### src/rtl/pdiv_pkg.sv
package pdiv_pkg;
  localparam int unsigned CODE_W    = 2;
  localparam int unsigned MAX_RATIO = 8;
  localparam int unsigned IDX_W     = $clog2(MAX_RATIO);

  typedef enum logic [CODE_W-1:0] {
    RC_DIV2 = 2'b00,
    RC_DIV4 = 2'b01,
    RC_DIV8 = 2'b10,
    RC_DIV1 = 2'b11
  } ratio_code_e;

  // index of the final source cycle of one output period
  function automatic logic [IDX_W-1:0] last_idx(ratio_code_e c);
    case (c)
      RC_DIV2: return IDX_W'(1);
      RC_DIV4: return IDX_W'(3);
      RC_DIV8: return IDX_W'(7);
      default: return IDX_W'(0);
    endcase
  endfunction

  // number of source cycles spent high in one period
  function automatic logic [IDX_W-1:0] high_len(ratio_code_e c);
    case (c)
      RC_DIV2: return IDX_W'(1);
      RC_DIV4: return IDX_W'(2);
      RC_DIV8: return IDX_W'(4);
      default: return IDX_W'(1);
    endcase
  endfunction
endpackage

### src/rtl/pdiv_period_ctl.sv
// Falling-edge control: decides at each boundary the ratio and enable
// of the next period and tracks the source-cycle index inside it.
module pdiv_period_ctl
  import pdiv_pkg::*;
(
  input  logic                clk,
  input  logic                rst_n,
  input  logic [CODE_W-1:0]   code_i,
  input  logic                en_i,
  output logic                run_o,
  output ratio_code_e         code_o,
  output logic [IDX_W-1:0]    idx_o,
  output logic                gate_o
);
  logic             run_q;
  ratio_code_e      code_q;
  logic [IDX_W-1:0] idx_q;
  logic             gate_q;
  logic             at_bound;

  assign at_bound = !run_q || (idx_q == last_idx(code_q));

  always_ff @(negedge clk or negedge rst_n) begin
    if (!rst_n) begin
      run_q  <= 1'b0;
      code_q <= RC_DIV2;
      idx_q  <= '0;
      gate_q <= 1'b0;
    end else if (at_bound) begin
      run_q  <= en_i;
      code_q <= ratio_code_e'(code_i);
      idx_q  <= '0;
      gate_q <= en_i && (ratio_code_e'(code_i) == RC_DIV1);
    end else begin
      idx_q  <= idx_q + 1'b1;
    end
  end

  assign run_o  = run_q;
  assign code_o = code_q;
  assign idx_o  = idx_q;
  assign gate_o = gate_q;


  code_hold_chk: assert property (@(negedge clk) disable iff (!rst_n)
    (run_q && !at_bound) |=> $stable(code_q));

  run_hold_chk: assert property (@(negedge clk) disable iff (!rst_n)
    (run_q && !at_bound) |=> run_q);

  gate_mode_chk: assert property (@(negedge clk) disable iff (!rst_n)
    gate_q |-> (run_q && code_q == RC_DIV1));

  div1_single_chk: assert property (@(negedge clk) disable iff (!rst_n)
    (run_q && code_q == RC_DIV1) |-> (idx_q == '0));
endmodule

### src/rtl/pdiv_phase_gen.sv
// Rising-edge level generator for the ratios of 2, 4 and 8.
module pdiv_phase_gen
  import pdiv_pkg::*;
(
  input  logic             clk,
  input  logic             rst_n,
  input  logic             run_i,
  input  ratio_code_e      code_i,
  input  logic [IDX_W-1:0] idx_i,
  output logic             hq_o,
  output logic             rise_o
);
  logic div1;
  logic hq_q;

  assign div1 = (code_i == RC_DIV1);

  always_ff @(posedge clk or negedge rst_n) begin
    if (!rst_n) hq_q <= 1'b0;
    else        hq_q <= run_i && !div1 && (idx_i < high_len(code_i));
  end

  // a rising output edge coincides with this source edge
  assign rise_o = run_i && (div1 || idx_i == '0);
  assign hq_o   = hq_q;


  parked_low_chk: assert property (@(negedge clk) disable iff (!rst_n)
    !run_i |-> !hq_q);

  no_slow_in_fast_chk: assert property (@(posedge clk) disable iff (!rst_n)
    div1 |=> !hq_q);
endmodule

### src/rtl/pdiv_test_tap.sv
// Counts output rising edges in the source domain; the MSB is the tap.
module pdiv_test_tap #(
  parameter int unsigned CNT_W = 2
) (
  input  logic clk,
  input  logic rst_n,
  input  logic rise_i,
  output logic tap_o
);
  logic [CNT_W-1:0] cnt_q;

  always_ff @(posedge clk or negedge rst_n) begin
    if (!rst_n)      cnt_q <= '0;
    else if (rise_i) cnt_q <= cnt_q + 1'b1;
  end

  assign tap_o = cnt_q[CNT_W-1];


  tap_quiet_chk: assert property (@(posedge clk) disable iff (!rst_n)
    !rise_i |=> $stable(tap_o));
endmodule

### src/rtl/pdiv_out_stage.sv
// Final selection: gated source clock for divide by 1, registered level
// otherwise; both selects and the gate move only while the clock is low.
module pdiv_out_stage
  import pdiv_pkg::*;
(
  input  logic        clk,
  input  ratio_code_e code_i,
  input  logic        gate_i,
  input  logic        hq_i,
  output logic        out_o,
  output logic        out_n_o
);
  logic fast_path;

  assign fast_path = clk & gate_i;
  assign out_o     = (code_i == RC_DIV1) ? fast_path : hq_i;
  assign out_n_o   = ~out_o;
endmodule

### src/rtl/coded_post_divider.sv
module coded_post_divider
  import pdiv_pkg::*;
#(
  parameter int unsigned TAP_LOG2 = 2
) (
  input  logic                clk_src,
  input  logic                rst_n,
  input  logic [CODE_W-1:0]   ratio_sel,
  input  logic                out_en,
  output logic                clk_out,
  output logic                clk_out_n,
  output logic                test_div4
);
  logic             run;
  ratio_code_e      code;
  logic [IDX_W-1:0] idx;
  logic             gate;
  logic             hq;
  logic             rise;

  pdiv_period_ctl u_ctl (
    .clk    (clk_src),
    .rst_n  (rst_n),
    .code_i (ratio_sel),
    .en_i   (out_en),
    .run_o  (run),
    .code_o (code),
    .idx_o  (idx),
    .gate_o (gate)
  );

  pdiv_phase_gen u_phase (
    .clk    (clk_src),
    .rst_n  (rst_n),
    .run_i  (run),
    .code_i (code),
    .idx_i  (idx),
    .hq_o   (hq),
    .rise_o (rise)
  );

  pdiv_test_tap #(.CNT_W(TAP_LOG2)) u_tap (
    .clk    (clk_src),
    .rst_n  (rst_n),
    .rise_i (rise),
    .tap_o  (test_div4)
  );

  pdiv_out_stage u_out (
    .clk     (clk_src),
    .code_i  (code),
    .gate_i  (gate),
    .hq_i    (hq),
    .out_o   (clk_out),
    .out_n_o (clk_out_n)
  );


  off_parks_low_chk: assert property (@(negedge clk_src) disable iff (!rst_n)
    (!run && !gate) |-> !clk_out);
endmodule

### config.mk
export PLATFORM = sky130hd
export DESIGN_NAME = coded_post_divider
export DESIGN_NICKNAME = d
export VERILOG_FILES = /design/src/rtl/pdiv_pkg.sv /design/src/rtl/pdiv_period_ctl.sv /design/src/rtl/pdiv_phase_gen.sv /design/src/rtl/pdiv_test_tap.sv /design/src/rtl/pdiv_out_stage.sv /design/src/rtl/coded_post_divider.sv
export SDC_FILE = /design/constraint.sdc
export NUM_CORES = 1
export LEC_CHECK = 0
export CAP_MARGIN = 10
export CORE_AREA = 2 2 39 41
export DETAILED_ROUTE_END_ITERATION = 8
export DIE_AREA = 0 0 41 43
export GPL_TIMING_DRIVEN = 0
export PLACE_DENSITY = 0.73
export SETUP_SLACK_MARGIN = 0.05
export SYNTH_ARGS = -nofsm -noshare
export SYNTH_HDL_FRONTEND = slang
export SYNTH_SLANG_ARGS = --single-unit
### constraint.sdc
create_clock -name clk_src -period 2.5 [get_ports clk_src]
set_input_delay 0.375 -clock clk_src [delete_from_list [all_inputs] [get_ports clk_src]]
set_output_delay 0.375 -clock clk_src [all_outputs]
set_load 0.01 [all_outputs]
==> results of run 1 <==
cell usage in the layout (no fill, tap or decap), types with 2 or more instances in the layout:
cell	synthesis	routed
buf_6	0	3
clkdlybuf4s50_1	0	5
xor2_1	2	2
dfrtp_1	3	3
inv_1	9	8
buf_4	0	10
ha_1	8	6
and2_2	3	3
xnor2_1	2	2
mux2_4	3	3
dfrtn_1	7	7
clkbuf_4	0	7
worst register-to-register path, delay by kind of cell (launching register included):
family | cells | cell delay [ns]
AOI/OAI and AO/OA | 2 | 0.50
adders and majority gates | 1 | 0.32
and+or+nand+nor | 1 | 0.07
buffers and inverters | 3 | 0.27
DFF | 1 | 0.46
flip-flops by register name (all words and copies together), names as in the netlist:
register,flops
u_ctl.code_o,2
u_ctl.gate_o,1
u_ctl.idx_o,3
u_ctl.run_o,1
u_phase.hq_o,1
u_tap.cnt_q,2
synthesized netlist by cell type, drive strengths merged:
cell type  instances  area (µm²)
inv                9        33.8
ha                 8         100
dfrtn              7         175
and2               3        22.5
dfrtp              3        75.1
mux2               3        45.0
xor2               3        33.8
xnor2              2        17.5
a2111oi            1        15.0
a21o               1        7.51
a31oi              1        21.3
and3               1        6.26
nand2b             1        6.26
nand3              1        5.00
nor2b              1        6.26
o211ai             1        7.51
o21a               1        7.51
o21ai              1        5.00
or2                1        6.26
cells by family (layout without fill, tap and decap cells):
| family | after synthesis | after routing | share of synthesized area, % |
|---|---|---|---|
| mux | 3 | 3 | 7.55 |
| simple gates | 8 | 8 | 8.81 |
| compound gates | 6 | 6 | 10.7 |
| buf+inv | 9 | 35 | 5.66 |
| flops | 10 | 10 | 41.9 |
| fa+ha+maj | 8 | 8 | 16.8 |
| xor+xnor | 5 | 5 | 8.60 |
power groups by stage:
stage	sequential [mW]	clock (mW)	combinational [mW]
2_1_floorplan	0.312	0.0268	0.457
3_3_place_gp	0.323	0.0630	0.535
3_5_place_dp	0.326	0.0630	0.546
4_1_cts	0.312	0.338	0.739
5_1_grt	0.327	0.366	0.855
6_report	0.318	0.341	0.779
timing repair:
action	CTS	global route
resized for setup	19	4
pin swaps	4	4
cloned	0	0
buffers inserted	8	2
endpoints found under the setup margin	7	7
endpoints found under the hold margin	0	0
cell type report:
| type | count | area [µm²] | area share, % |
|---|---|---|---|
| inverters | 8 | 30.0 | 3.36 |
| flip-flops and latches | 10 | 250 | 28.0 |
| clock buffers | 11 | 96.3 | 10.8 |
| clock inverters | 1 | 3.75 | 0.420 |
| well taps | 16 | 20.0 | 2.24 |
| repair buffers | 15 | 129 | 14.4 |
| multi-input cells | 30 | 364 | 40.8 |
metal layers:
metal,routed length [µm],up-vias
met5,0,-
met4,46,0
met3,86,6
met2,613,14
met1,523,209
li1,-,211
through the flow:
step,hold WS (ns),cells
2_1_floorplan,0.0794,49
5_1_grt,0.337,91
4_1_cts,0.310,89
3_3_place_gp,0.463,72
6_report,0.298,91
3_5_place_dp,0.465,72
how the worst max path moves through the flow:
stage / start / end / slack (ns) / cells past startpoint
4_1_cts: u_ctl.code_o[1]$_DFFE_NN0P_ / clk_out / -0.65 / 6
5_1_grt: u_ctl.code_o[1]$_DFFE_NN0P_ / clk_out / -0.69 / 6
3_5_place_dp: u_ctl.code_o[0]$_DFFE_NN0P_ / clk_out / -0.65 / 5
6_report: u_ctl.code_o[1]$_DFFE_NN0P_ / clk_out / -0.63 / 6
2_1_floorplan: u_ctl.code_o[1]$_DFFE_NN0P_ / u_phase.hq_o$_DFF_PN0_ / -0.20 / 6
3_3_place_gp: u_ctl.code_o[0]$_DFFE_NN0P_ / clk_out / -0.65 / 5
==> results.md, run 1 <==
* Crit path kind: reg2out
* Site row count at 14
* CTS tree: built
* Vias at 440
* Max-cap viol count at 0
* Status: finished, violations left
* Initial core utilization at 43.1%
* Die ar. at 0.00176 mm²
* Worst path required time at 2.12 ns
* Number of DRC markers in iteration 0 at 3
* First-pass GRT wire length at 1930 µm
* Slew margin rel. at 69.1%
* Later-pin clock latency in the skew report at 0.40 ns
* Crit path cell chain: ha_4 > nand3_4 > o21a_1 > buf_4 > inv_2 > buf_6
* Mapped Area at 597 µm²
* Worst R2R Setup Slack at -0.48 ns
* Clock Power Share at 23.7%
* Flop and latch count out of synthesis at 10
* Synth unique cells at 20
* RSZ-0062 raised after global routing: yes
* Core ar. at 0.00138 mm²
* Area post-placement at 687 µm²
* Reg-to-Reg Start: u_ctl.code_o[0]$_DFFE_NN0P_
* DP HPWL at 646 µm
* P_leak at 0.445 nW
* Initial antenna violation count at 0
* DP Worst Slack at -0.653 ns
* Detail-routed via count per cell at 4.84
* Crit start category: register
* Maximum vdd ir drop at 0.000796 V
* Internal power at 0.908 mW
* # diodes at 0
* Critical Path AT at 2.76 ns
* Reg2reg path depth at 7
* Tot Pwr at 1.44 mW
* Net Sw Power at 0.530 mW
* CP max stage delay at 0.46 ns
* Post-Syn Instances at 49
* Met3 usage at 15.2%
* Failing checks: setup timing
* Buffers on Ports at 7
* Clock transition at path regs at 0.07 ns
* Pre-antenna DRT Iters at 4
* Nets at 89
* Crit path max-delay cell type: dfrtn_1
* Met2 usage at 21.3%
* Share of cells above drive strength 1 at 48.0%
* RD Place Congestion at 0.702
* Most used routing layer: met1
* Crit. End Element: primary output
* Sw Share at 36.9%
* Worst Skew at 0.0140 ns
* Num ports at 8
* Max FO, Critical Path at 3
* Final instance area at 893 µm²
* WP buf/inv at 3
* Vias in the first global route at 448
* Worst slew pin tran at 0.463 ns
* Die Height at 43 µm
* Fin util at 64.6%
* Fin Setup TNS at -1.73 ns
* Fill cells at 108
* Sequential area share after synthesis at 41.9%
* Final slew viol count at 0
* Synth Net Count at 62
* Largest net degree at the start of global routing at 11
* Worst Hold Class: in2async
* Post-route ant nets at 0
* Final setup fails at 6
* Avg WL per Cell at 13.9 µm
* Seq pwr share at 22.1%
* Cell Pwr Density at 1610 mW/mm²
* Reg2reg end: u_phase.hq_o$_DFF_PN0_
* Comb power frac at 54.2%
* Hold Fails Final Rpt at 0
* M1 GR Usage at 21.6%
* Syn_area_per_cell at 12.2 µm²
* # hold bufs at CTS at 0
* Die W at 41 µm
* Residual DRC at 0
* Layout area overhead at 49.7%
* All-layer global routing usage at 19.2%
* GRT Residual Overflow at 0
* Largest delay share family, worst path: flip-flops
* YS warnings at 0
* Routed wire length at 1270 µm
* Final worst slack at -0.632 ns
Power figures use the tool's default switching activity.
==> run 2, diff against run 1 <==
Settings changed: CTS_CLUSTER_DIAMETER set to 200.
==> results of run 2 <==
The final DEF is identical to that of run 1; final timing and power are the same.
==> run 3, diff against run 2 <==
Settings changed: CELL_PAD_IN_SITES_DETAIL_PLACEMENT set to 0, CELL_PAD_IN_SITES_GLOBAL_PLACEMENT set to 1, CORE_AREA 2 2 39 41 to 2 2 40 42, DIE_AREA 0 0 41 43 to 0 0 42 44, PLACE_DENSITY 0.73 to 0.83.
==> results.md, run 3 (synthesis results as in run 1) <==
* Max-cap viol count at 0
* CTS tree: built
* Most frequent cells in the layout: inv_1, clkbuf_4, buf_4, dfrtn_1
* Final hold slack at 0.321 ns
* RD Place Congestion at 0.715
* P_leak at 0.434 nW
* Clock transition at path regs at 0.07 ns
* Hold Fails Final Rpt at 0
* Fill cells at 119
* Die W at 42 µm
* Core ar. at 0.00142 mm²
* Avg WL per Cell at 13.6 µm
* Failing checks: setup timing
* Worst slew pin tran at 0.473 ns
* Detail-routed via count per cell at 4.76
* Buffers on Ports at 7
* Max FFs per register at 3
* Nets at 87
* RSZ-0062 raised after global routing: yes
* Crit. End Element: primary output
* Worst path required time at 2.12 ns
* Final Non-Filler Cells at 89
* GRT Residual Overflow at 0
* Max FO, Critical Path at 4
* Number of DRC markers in iteration 0 at 5
* Die ar. at 0.00185 mm²
* Crit path kind: reg2out
* # diodes at 0
* Share of cells above drive strength 1 at 47.9%
* Vias at 424
* Crit start category: register
* Vias in the first global route at 483
* # hold bufs at CTS at 0
* Die Height at 44 µm
* Critical Path AT at 2.75 ns
* Layout area overhead at 48.0%
* Num ports at 8
* Slew margin rel. at 68.4%
* Post-placement cell count at 72
* Final setup fails at 6
* Cell Pwr Density at 1610 mW/mm²
* Residual DRC at 0
* Largest net degree at the start of global routing at 11
* Later-pin clock latency in the skew report at 0.39 ns
* Final worst slack at -0.629 ns
* Initial core utilization at 42.1%
* Pre-antenna DRT Iters at 4
* Post-route ant nets at 0
* Worst Hold Class: in2async
* All-layer global routing usage at 17.2%
* Final slew viol count at 0
* Status: finished, violations left
* Routed wire length at 1210 µm
* Site row count at 14
* Worst Skew at 0.0165 ns
* First-pass GRT wire length at 1970 µm
* Maximum vdd ir drop at 0.000788 V
* DP HPWL at 713 µm
* Initial antenna violation count at 0
[run 3: layout make-up]
cell class | instances | area [µm²] | area share (%)
tap | 16 | 20.0 | 2.27
timing repair buffer | 12 | 106 | 12.0
inverter | 8 | 30.0 | 3.40
clock inverter | 1 | 3.75 | 0.425
multi-input combinational | 30 | 369 | 41.8
sequential | 10 | 250 | 28.3
clock buffer | 12 | 104 | 11.8
[run 3: repair_timing]
item                                    in CTS  in global routing
cloned                                       0                  0
setup buffers                                5                  2
pin swaps                                    2                  5
resized for setup                           15                  8
endpoints found under the setup margin       7                  7
[run 3: path summary, 6_finish.rpt]
path / startpoint / end / slack [ns] / cells past startpoint
min in group clk_src: u_ctl.idx_o[0]$_DFF_NN0_ / u_ctl.idx_o[0]$_DFF_NN0_ / 0.48 / 2
max reg2reg: u_ctl.code_o[0]$_DFFE_NN0P_ / u_phase.hq_o$_DFF_PN0_ / -0.47 / 7
max: u_ctl.code_o[0]$_DFFE_NN0P_ / clk_out / -0.63 / 6
min reg2reg: u_ctl.idx_o[0]$_DFF_NN0_ / u_ctl.idx_o[0]$_DFF_NN0_ / 0.48 / 2
max in group asynchronous: rst_n / u_ctl.idx_o[0]$_DFF_NN0_ / 0.70 / 1
min: rst_n / u_phase.hq_o$_DFF_PN0_ / 0.32 / 1
[run 3: critical path, cell delays in order, from the launching register on]
cell,delay [ns]
dfrtn_1,0.47
ha_4,0.18
nand3_2,0.08
o21a_1,0.12
buf_4,0.13
inv_2,0.04
buf_6,0.09
[run 3: report_power, final]
part           internal (mW)  leakage [nW]  switching (mW)
clock                  0.227        0.0690           0.116
sequential             0.248         0.119          0.0678
combinational          0.436         0.246           0.327
[run 3: stage by stage]
step	power, mW	utilization [%]	cell area [µm²]	TNS [ns]	setup WS, ns
after floorplan	0.795	-	597	-0.371	-0.197
after global placement	0.927	48.4	687	-1.75	-0.683
after detailed placement	0.946	48.4	687	-1.84	-0.679
after CTS	1.32	58.2	826	-1.65	-0.625
after global routing	1.54	62.3	883	-2.02	-0.679
final	1.42	62.3	883	-1.74	-0.629
[run 3: layer usage]
layer | global-route usage, % | wire length (µm)
met4 | 21.3 | 0
met1 | 15.8 | 493
met5 | 0 | 0
met2 | 23.8 | 651
met3 | 10.4 | 67
